`config.mk`:
```
export PLATFORM = sky130hd
export DESIGN_NAME = cic4_decim
export DESIGN_NICKNAME = d
export VERILOG_FILES = /design/src/rtl/cic4_pkg.sv /design/src/rtl/cic4_prescale.sv /design/src/rtl/cic4_integ.sv /design/src/rtl/cic4_comb.sv /design/src/rtl/cic4_tick.sv /design/src/rtl/cic4_decim.sv
export SDC_FILE = /design/constraint.sdc
export NUM_CORES = 2
export LEC_CHECK = 0
export ABC_AREA = 1
export BUFFER_PORTS_ARGS = -buffer_cell sky130_fd_sc_hd__buf_2
export CAP_MARGIN = 20
export CORE_MARGIN = 1
export CORE_UTILIZATION = 52
export DETAILED_ROUTE_END_ITERATION = 10
export PLACE_DENSITY = 0.68
export SLEW_MARGIN = 15
export SYNTH_ARGS = -nofsm -noshare
export SYNTH_HDL_FRONTEND = slang
export SYNTH_SLANG_ARGS = --single-unit
```
`constraint.sdc`:
```
create_clock -name clk_i -period 4.4 [get_ports clk_i]
set_input_delay 0 -clock clk_i [delete_from_list [all_inputs] [get_ports clk_i]]
set_output_delay 0 -clock clk_i [all_outputs]
set_load 0.05 [all_outputs]
```
`src/rtl/cic4_pkg.sv`:
```
package cic4_pkg;
  localparam int unsigned IN_W      = 22;
  localparam int unsigned ACC_W     = 66;
  localparam int unsigned OUT_W     = 24;
  localparam int unsigned STAGES    = 4;
  localparam int unsigned DEC_W     = 11;
  localparam int unsigned SCALE_W   = 6;
  localparam int unsigned MAX_SCALE = 40;
endpackage

```
`src/rtl/cic4_prescale.sv`:
```
module cic4_prescale #(
  parameter int unsigned IN_W    = 22,
  parameter int unsigned ACC_W   = 66,
  parameter int unsigned SCALE_W = 6
) (
  input  logic                    clk_i,
  input  logic                    rst_ni,
  input  logic signed [IN_W-1:0]  x_i,
  input  logic [SCALE_W-1:0]      scale_i,
  output logic signed [ACC_W-1:0] y_o
);
  logic signed [ACC_W-1:0] ext_w;
  assign ext_w = {{(ACC_W-IN_W){x_i[IN_W-1]}}, x_i};

  always_ff @(posedge clk_i or negedge rst_ni) begin
    if (!rst_ni) y_o <= '0;
    else         y_o <= ext_w <<< scale_i;
  end
endmodule

```
`src/rtl/cic4_integ.sv`:
```
module cic4_integ #(
  parameter int unsigned W = 66
) (
  input  logic                clk_i,
  input  logic                rst_ni,
  input  logic signed [W-1:0] in_i,
  output logic signed [W-1:0] acc_o
);
  // modulo-2^W accumulate; wrap is harmless, the combs undo it
  always_ff @(posedge clk_i or negedge rst_ni) begin
    if (!rst_ni) acc_o <= '0;
    else         acc_o <= acc_o + in_i;
  end
endmodule

```
`src/rtl/cic4_comb.sv`:
```
module cic4_comb #(
  parameter int unsigned W      = 66,
  parameter int unsigned KEEP_W = 66
) (
  input  logic                     clk_i,
  input  logic                     rst_ni,
  input  logic                     en_i,
  input  logic signed [W-1:0]      in_i,
  output logic signed [KEEP_W-1:0] out_o
);
  logic signed [W-1:0] dly_q;

  always_ff @(posedge clk_i or negedge rst_ni) begin
    if (!rst_ni)   dly_q <= '0;
    else if (en_i) dly_q <= in_i;
  end

  if (KEEP_W == W) begin : g_full
    always_ff @(posedge clk_i or negedge rst_ni) begin
      if (!rst_ni)   out_o <= '0;
      else if (en_i) out_o <= in_i - dly_q;
    end
  end else begin : g_trunc
    // only the top KEEP_W bits are kept; the low part supplies just the borrow
    localparam int unsigned LO = W - KEEP_W;
    logic borrow_w;
    assign borrow_w = in_i[LO-1:0] < dly_q[LO-1:0];
    always_ff @(posedge clk_i or negedge rst_ni) begin
      if (!rst_ni)   out_o <= '0;
      else if (en_i) out_o <= in_i[W-1:LO] - dly_q[W-1:LO] - KEEP_W'(borrow_w);
    end
  end
endmodule

```
`src/rtl/cic4_tick.sv`:
```
module cic4_tick #(
  parameter int unsigned DEC_W = 11
) (
  input  logic             clk_i,
  input  logic             rst_ni,
  input  logic [DEC_W-1:0] last_i,
  output logic             tick_o
);
  logic [DEC_W-1:0] cnt_q;
  assign tick_o = (cnt_q == last_i);

  always_ff @(posedge clk_i or negedge rst_ni) begin
    if (!rst_ni)     cnt_q <= '0;
    else if (tick_o) cnt_q <= '0;
    else             cnt_q <= cnt_q + 1'b1;
  end
endmodule

```
`src/rtl/cic4_decim.sv`:
```
module cic4_decim
  import cic4_pkg::*;
#(
  parameter int unsigned P_IN_W      = IN_W,
  parameter int unsigned P_ACC_W     = ACC_W,
  parameter int unsigned P_OUT_W     = OUT_W,
  parameter int unsigned P_STAGES    = STAGES,
  parameter int unsigned P_DEC_W     = DEC_W,
  parameter int unsigned P_SCALE_W   = SCALE_W,
  parameter int unsigned P_MAX_SCALE = MAX_SCALE
) (
  input  logic                      clk_i,
  input  logic                      rst_ni,
  input  logic signed [P_IN_W-1:0]  x_i,
  input  logic [P_DEC_W-1:0]        dec_i,
  input  logic [P_SCALE_W-1:0]      scale_i,
  output logic signed [P_OUT_W-1:0] data_o,
  output logic                      valid_o
);
  localparam logic [P_SCALE_W-1:0] SCALE_LIM = P_SCALE_W'(P_MAX_SCALE);

  logic [P_DEC_W-1:0]   dec_q;
  logic [P_SCALE_W-1:0] scale_q;
  logic [P_SCALE_W-1:0] scale_lim_w;
  logic                 tick_w;
  logic                 valid_q;

  assign scale_lim_w = (scale_i > SCALE_LIM) ? SCALE_LIM : scale_i;

  // configuration is captured only while the filter is held in reset
  always_ff @(posedge clk_i) begin
    if (!rst_ni) begin
      dec_q   <= dec_i;
      scale_q <= scale_lim_w;
    end
  end

  logic signed [P_ACC_W-1:0] integ_s [P_STAGES+1];
  logic signed [P_ACC_W-1:0] comb_s  [P_STAGES];
  logic signed [P_OUT_W-1:0] res_s;

  cic4_prescale #(.IN_W(P_IN_W), .ACC_W(P_ACC_W), .SCALE_W(P_SCALE_W)) u_pre (
    .clk_i  (clk_i),
    .rst_ni (rst_ni),
    .x_i    (x_i),
    .scale_i(scale_q),
    .y_o    (integ_s[0])
  );

  for (genvar g = 0; g < P_STAGES; g++) begin : g_integ
    cic4_integ #(.W(P_ACC_W)) u_integ (
      .clk_i (clk_i),
      .rst_ni(rst_ni),
      .in_i  (integ_s[g]),
      .acc_o (integ_s[g+1])
    );
  end

  cic4_tick #(.DEC_W(P_DEC_W)) u_tick (
    .clk_i (clk_i),
    .rst_ni(rst_ni),
    .last_i(dec_q),
    .tick_o(tick_w)
  );

  assign comb_s[0] = integ_s[P_STAGES];

  for (genvar g = 0; g < P_STAGES - 1; g++) begin : g_comb
    cic4_comb #(.W(P_ACC_W), .KEEP_W(P_ACC_W)) u_comb (
      .clk_i (clk_i),
      .rst_ni(rst_ni),
      .en_i  (tick_w),
      .in_i  (comb_s[g]),
      .out_o (comb_s[g+1])
    );
  end

  cic4_comb #(.W(P_ACC_W), .KEEP_W(P_OUT_W)) u_comb_last (
    .clk_i (clk_i),
    .rst_ni(rst_ni),
    .en_i  (tick_w),
    .in_i  (comb_s[P_STAGES-1]),
    .out_o (res_s)
  );

  always_ff @(posedge clk_i or negedge rst_ni) begin
    if (!rst_ni) valid_q <= 1'b0;
    else         valid_q <= tick_w;
  end

  assign data_o  = res_s;
  assign valid_o = valid_q;
endmodule

```
# Word-level counts from Yosys, hierarchy flattened
# Cells that the tools add are included.
word_totals:
  ram_bits: 0
  elab_cells: 32
  out_inout_bits: 25
  register_bits: 845
  mem_count: 0
  latchBits: 0
  romBits: 0
  input_bits: 41
op_classes:
  reduce_logical: 0
  n_addsub: 10
  bitwise: 0
  multipliers: 0
  n_lt_le_gt_ge: 2
  eq_ne: 1
  muxes: 1
  div_mod_pow: 0
  shift: 1
op_table:
  columns: ["op", "n"]
  rows:
  - ["$add A66 B66 Y66", 4]
  - ["$sub A66 B66 Y66", 3]
  - ["$sshl A22 B6 Y66", 1]
  - ["$lt A42 B42 Y1", 1]
  - ["$sub A24 B1 Y24", 1]
  - ["$sub A24 B24 Y24", 1]
  - ["$add A11 B1 Y11 const B", 1]
  - ["$eq A11 B11 Y1", 1]
  - ["$mux W11", 1]
  - ["$gt A6 B6 Y1 const B", 1]

# Logic depth before layout (Yosys ltp)
depth:
  word_depth: 2
  ltp_mapped: 27
  depth_no_buf: 27

# By module
# A second synthesis with hierarchy kept.
unflattened:
  hier_cells: 11403
  area_unflattened_um2: 71308.4
modules_own_cells:
  columns: ["module", "cells_per_inst", "area_per_inst_um2", "seq_area_each_um2", "n_inst"]
  rows:
  - ["cic4_integ at g_integ[1].u_integ ...", 1243, 7238.2, 1651.6, 3]
  - ["cic4_comb at g_comb[1].u_comb ...", 1621, 10244.8, 3303.2, 2]
  - ["cic4_comb at g_comb[0].u_comb", 1617, 10288.6, 3303.2, 1]
  - ["cic4_integ at g_integ[0].u_integ", 1243, 7244.4, 1651.6, 1]
  - ["cic4_comb at u_comb_last", 870, 6373.6, 2252.2, 1]
  - ["cic4_prescale", 560, 3792.4, 1651.6, 1]
  - ["cic4_tick", 105, 795.8, 275.3, 1]
  - ["cic4_decim", 37, 609.3, 535.5, 1]

# Worst setup path after synthesis
# OpenSTA, ideal clock, no wires.
synth_timing:
  path_type: "flip-flop to flip-flop"
  from: "register g_comb[2].u_comb.out_o[41]"
  to: "register u_comb_last.out_o[22]"
  path_stages_with_launch: 27
  path_buffers: 0
  setup_slack_ns: 0.873
  t_required_ns: 4.282
  period_less_slack_ns: 3.527
  t_arrival_ns: 3.409
  setup_ns: 0.118
  path_cell_list: "dfrtp_1 ha_1 nand2_1 inv_1 nand3_1 nor3_1 nand2_1 nor2_1 nand2_1 o211ai_1 fa_1 inv_1 ha_1 inv_1 nand2_1 inv_1 fa_1 nand2_1 a21oi_1 o21ai_0 nand3_1 nand2_1 nand3b_1 nand2_1 nand2_1 nand3_1 nand2_1"
synth_via:
  elab_chain_len: 2
synth_lines:
  columns: ["element", "line_no", "text"]
  rows:
  - ["start, declared", "cic4_comb.sv:9", "output logic signed [KEEP_W-1:0] out_o"]
  - ["start signal, assigned", "cic4_comb.sv:21", "else if (en_i) out_o <= in_i - dly_q;"]
  - ["$lt A42 B42 Y1", "cic4_comb.sv:27", "assign borrow_w = in_i[LO-1:0] < dly_q[LO-1:0];"]
  - ["$sub A24 B1 Y24", "cic4_comb.sv:30", "else if (en_i) out_o <= in_i[W-1:LO] - dly_q[W-1:LO] - KEEP_W'(borrow_w);"]
  - ["end signal, assigned", "cic4_comb.sv:30", null]
  - ["end, declared", "cic4_comb.sv:9", null]
# Every way passes these cells.
# A chain may end at the register's enable or synchronous reset.

# Final worst setup path
layout_timing:
  from: "register u_comb_last.dly_q[25]"
  to: "register u_comb_last.out_o[20]"
layout_via:
  elab_chain_len: 2
layout_lines:
  columns: ["element", "line_no", "text"]
  rows:
  - ["start, declared", "cic4_comb.sv:11", "logic signed [W-1:0] dly_q;"]
  - ["start signal, assigned", "cic4_comb.sv:15", "else if (en_i) dly_q <= in_i;"]
  - ["$lt A42 B42 Y1", "cic4_comb.sv:27", null]
  - ["$sub A24 B1 Y24", "cic4_comb.sv:30", null]
# Every way passes these cells.

==> impl_results.md <==
* Pleak at between 40 and 50 nW
* Pre-CTS setup slack at 0.205 ns
* 1st-pass router iterations at 6
* Iter 0 DRT Violations at approximately 7k
* Worst-Margin Slew at about 1.1 ns
* Clk_skew at around 0.043 ns
* Worst r2r src: u_comb_last.dly_q[25]
* Port-buffer cells at 65
* Ys Warns at 0
* Internal at 26.9 mW
* Syn_area_per_cell at between 6 and 7 µm²
* Mapped Area at 0.0678 mm²
* Max Fclk at about 0.24 GHz
* Critical Path Start Type: register
* Via count at ~69k
* CTS sink cnt at between 800 and 900
* Combinational power share at 0.651
* Root Buffer: clkbuf_16
* Clock latency on the worst-skew pair at around 0.76 ns
* Kind of critical path: reg2reg
* Sequential fraction of design power at 0.199
* Post-layout min period at 4.09 ns
* Remaining DRCs at 0
* GPL Wtd Cong at approximately 1.0
* Outcome: completed
* DP Wirelength at just over 200,000 µm
* Core area at 0.129 mm²
* CP Max Fanout at 4
* Slew Viols, Final at 0
* Max-Cap Viols at 0
* Total I/O pin count at between 60 and 70
* P&R area growth vs syn at 9.41%
* # H-tree levels at 3
* Most frequent cells in the layout: nand2_1, inv_1, nor2_1
* Fin crit share at 0.930
* Hold Path Sink: u_pre.y_o[41]
* First-pass GRT wire length at between 300,000 and 400,000 µm
* Reg2Reg Depth at 26
* Routed Antenna Nets at 0
* Via/cell ratio at 5.60
* Number of global-route vias before repair at approximately 66k
* Worst hold path depth at 9
* Die Wd at 363 µm
* Fraction of layout instances using a drive strength above 1 at 0.0319
* Fin. Hold Viols at 0
* Number of CTS-inserted buffers at roughly 100
* CTS tree: done
* Seq/Total Area, Yosys at 0.313
* Number of distinct library cells after synthesis at 43
* #FFs+latches synth at ~850
* Die Y-Extent at 363 µm
* Layout net count at between 10k and 15k
* Synth Instances at between 10k and 15k
* RR Endpoint: u_comb_last.out_o[20]
* Commonest non-fill, non-tap cell in the layout: nand2_1
* Hold crit path type: in2reg
* Ant. Diodes at 0
* Total GRT Usage at 0.380
* Worst-path clk slew at 0.06 ns
* # setup viols final at 0
* Row Count at 132
* Synthesized net count at ~11k
* Pwr/cell area at between 800 and 900 mW/mm²
* Crit path DAT at around 4.8 ns
* Die area at between 0.1 and 0.15 mm²
* Initial antenna violation count at 4
* Largest net degree at the start of global routing at roughly 170
* Crit path setup slack, layout at 0.309 ns
* Hold_ws at 0.0641 ns
* Flop2flop setup slack at a little over 0.3 ns
* Slew margin rel. at 0.264
* Maximum clock path buffer count at 3
* Drt total wl at about 250,000 µm
* CP startpoint: u_comb_last.dly_q[25]
* Hold path startpoint: x_i[17]
* Overall power at around 60 mW
* Grt ovf at 0
* Critical Path End Type: register
* Max VDD drop at roughly 0.00054 V
* Clock Power Share at 0.151
* RSZ-0062 raised after global routing: no
* Initial Utilization at 0.524
* Switching Share at 0.551
* Routed len/inst at about 20 µm
* Core Util, Final at 0.573
* Req. time, crit path at 5.06 ns
* Switching power at 33.1 mW
* Setup TNS at 0 ns
==> worst max-delay path by stage <==
stage	slack (ns)	end
after global placement	0.21	u_comb_last.out_o[16]
after CTS	0.17	u_comb_last.out_o[20]
after detailed placement	0.21	u_comb_last.out_o[20]
after floorplan	0.87	u_comb_last.out_o[22]
final	0.31	u_comb_last.out_o[20]
after global routing	0.006	u_comb_last.out_o[20]
==> cell usage after synthesis (all sizes together) <==
master | number | share of area
o21a | 13 | 0.0014
o2111ai | 1 | 0.00013
a21boi | 15 | 0.0017
o21ai | 846 | 0.063
dfrtp | 828 | 0.31
nor3b | 2 | 0.00022
fa | 9 | 0.0027
o221ai | 1 | 0.00013
xor2 | 162 | 0.021
a31oi | 17 | 0.0016
and2 | 7 | 0.00065
nand3b | 43 | 0.0048
ha | 541 | 0.10
a21o | 51 | 0.0056
a22oi | 2 | 0.00022
nor2 | 1051 | 0.058
and3 | 4 | 0.00037
xnor2 | 103 | 0.013
nor3 | 126 | 0.0093
o21bai | 90 | 0.010
buf | 58 | 0.0047
or2 | 38 | 0.0035
o22ai | 3 | 0.00028
o31ai | 2 | 0.00022
nand4 | 84 | 0.0078
nand2 | 3193 | 0.18
a21oi | 722 | 0.053
nand3 | 528 | 0.039
inv | 1784 | 0.099
edfxtp | 17 | 0.0075
mux2i | 1 | 0.00015
nor4 | 20 | 0.0018
o211ai | 9 | 0.0010
a211oi | 10 | 0.0011
clkbuf | 87 | 0.0048
clkinv | 1 | 0.000055
==> kinds of logic after synthesis <==
group | synth area share
simple gates | 0.302
buf+inv | 0.108
compound gates | 0.139
flops | 0.313
fa+ha+maj | 0.103
xor+xnor | 0.0342
mux | 0.000148
==> critical path, cell delays in order (launching register included) <==
cell and delay, ns:
dfrtp_1 0.34, inv_1 0.05, ha_1 0.32, nand4_1 0.18
nor3_2 0.21, nand3_1 0.14, nor2_1 0.11, nand2_1 0.06
o211ai_1 0.11, buf_4 0.20, fa_1 0.44, inv_1 0.07
ha_1 0.13, inv_1 0.04, nand2_1 0.08, inv_1 0.07
fa_1 0.43, nand2_1 0.10, a21oi_1 0.09, buf_4 0.15
inv_1 0.06, nand3_1 0.08, nand2_2 0.13, nand4_1 0.12
nand3_1 0.10, nand2_1 0.06, o21ai_0 0.18
==> routing by layer <==
metal | global-route usage | wire (µm) | vias to the layer above
li1 | - | - | 33428
met1 | 0.499 | 107000 | 32599
met2 | 0.616 | 114000 | 2895
met3 | 0.0508 | 18700 | 557
met4 | 0.184 | 14000 | 2
met5 | 0 | 13 | -
==> cell type report <==
class,instances,area (µm²)
clock buffers,125,2740
clock inverters,63,832
fillers,12837,55300
inverters,1785,6710
multi-input cells,7694,39300
flip-flops and latches,845,21200
well taps,1742,2180
repair buffers,153,1230
==> stage by stage <==
stage                     instances  area (µm²)
after floorplan               10469       67800
after global placement        12178       70100
after detailed placement      12178       70100
after CTS                     12407       74100
after global routing          12407       74200
final                         12407       74200
==> flip-flops by register name (all words and copies together) (netlist names) <==
| name | cells |
|---|---|
| dec_q | 11 |
| g_comb.u_comb.dly_q | 198 |
| g_comb.u_comb.out_o | 198 |
| g_integ.u_integ.acc_o | 264 |
| scale_q | 6 |
| u_comb_last.dly_q | 66 |
| u_comb_last.out_o | 24 |
| u_pre.y_o | 66 |
| u_tick.cnt_q | 11 |
| valid_o | 1 |
==> repair_timing <==
| action | in CTS | in global routing |
|---|---|---|
| buffers inserted | 0 | 0 |
| resized for setup | 0 | 7 |
| hold endpoints to repair | 295 | 0 |
| hold buffers | 41 | 0 |
| setup endpoints to repair | 0 | 5 |
==> power groups by stage <==
stage | sequential, mW | combinational (mW) | clock (mW)
after floorplan | 10.5 | 26.7 | 0
after global placement | 11.9 | 37.3 | 0
after detailed placement | 12.0 | 37.8 | 0
after CTS | 11.9 | 38.1 | 9.13
after global routing | 11.9 | 43.1 | 9.45
final | 11.9 | 39.1 | 9.06
Note: power is estimated with default switching activity, not from simulation.
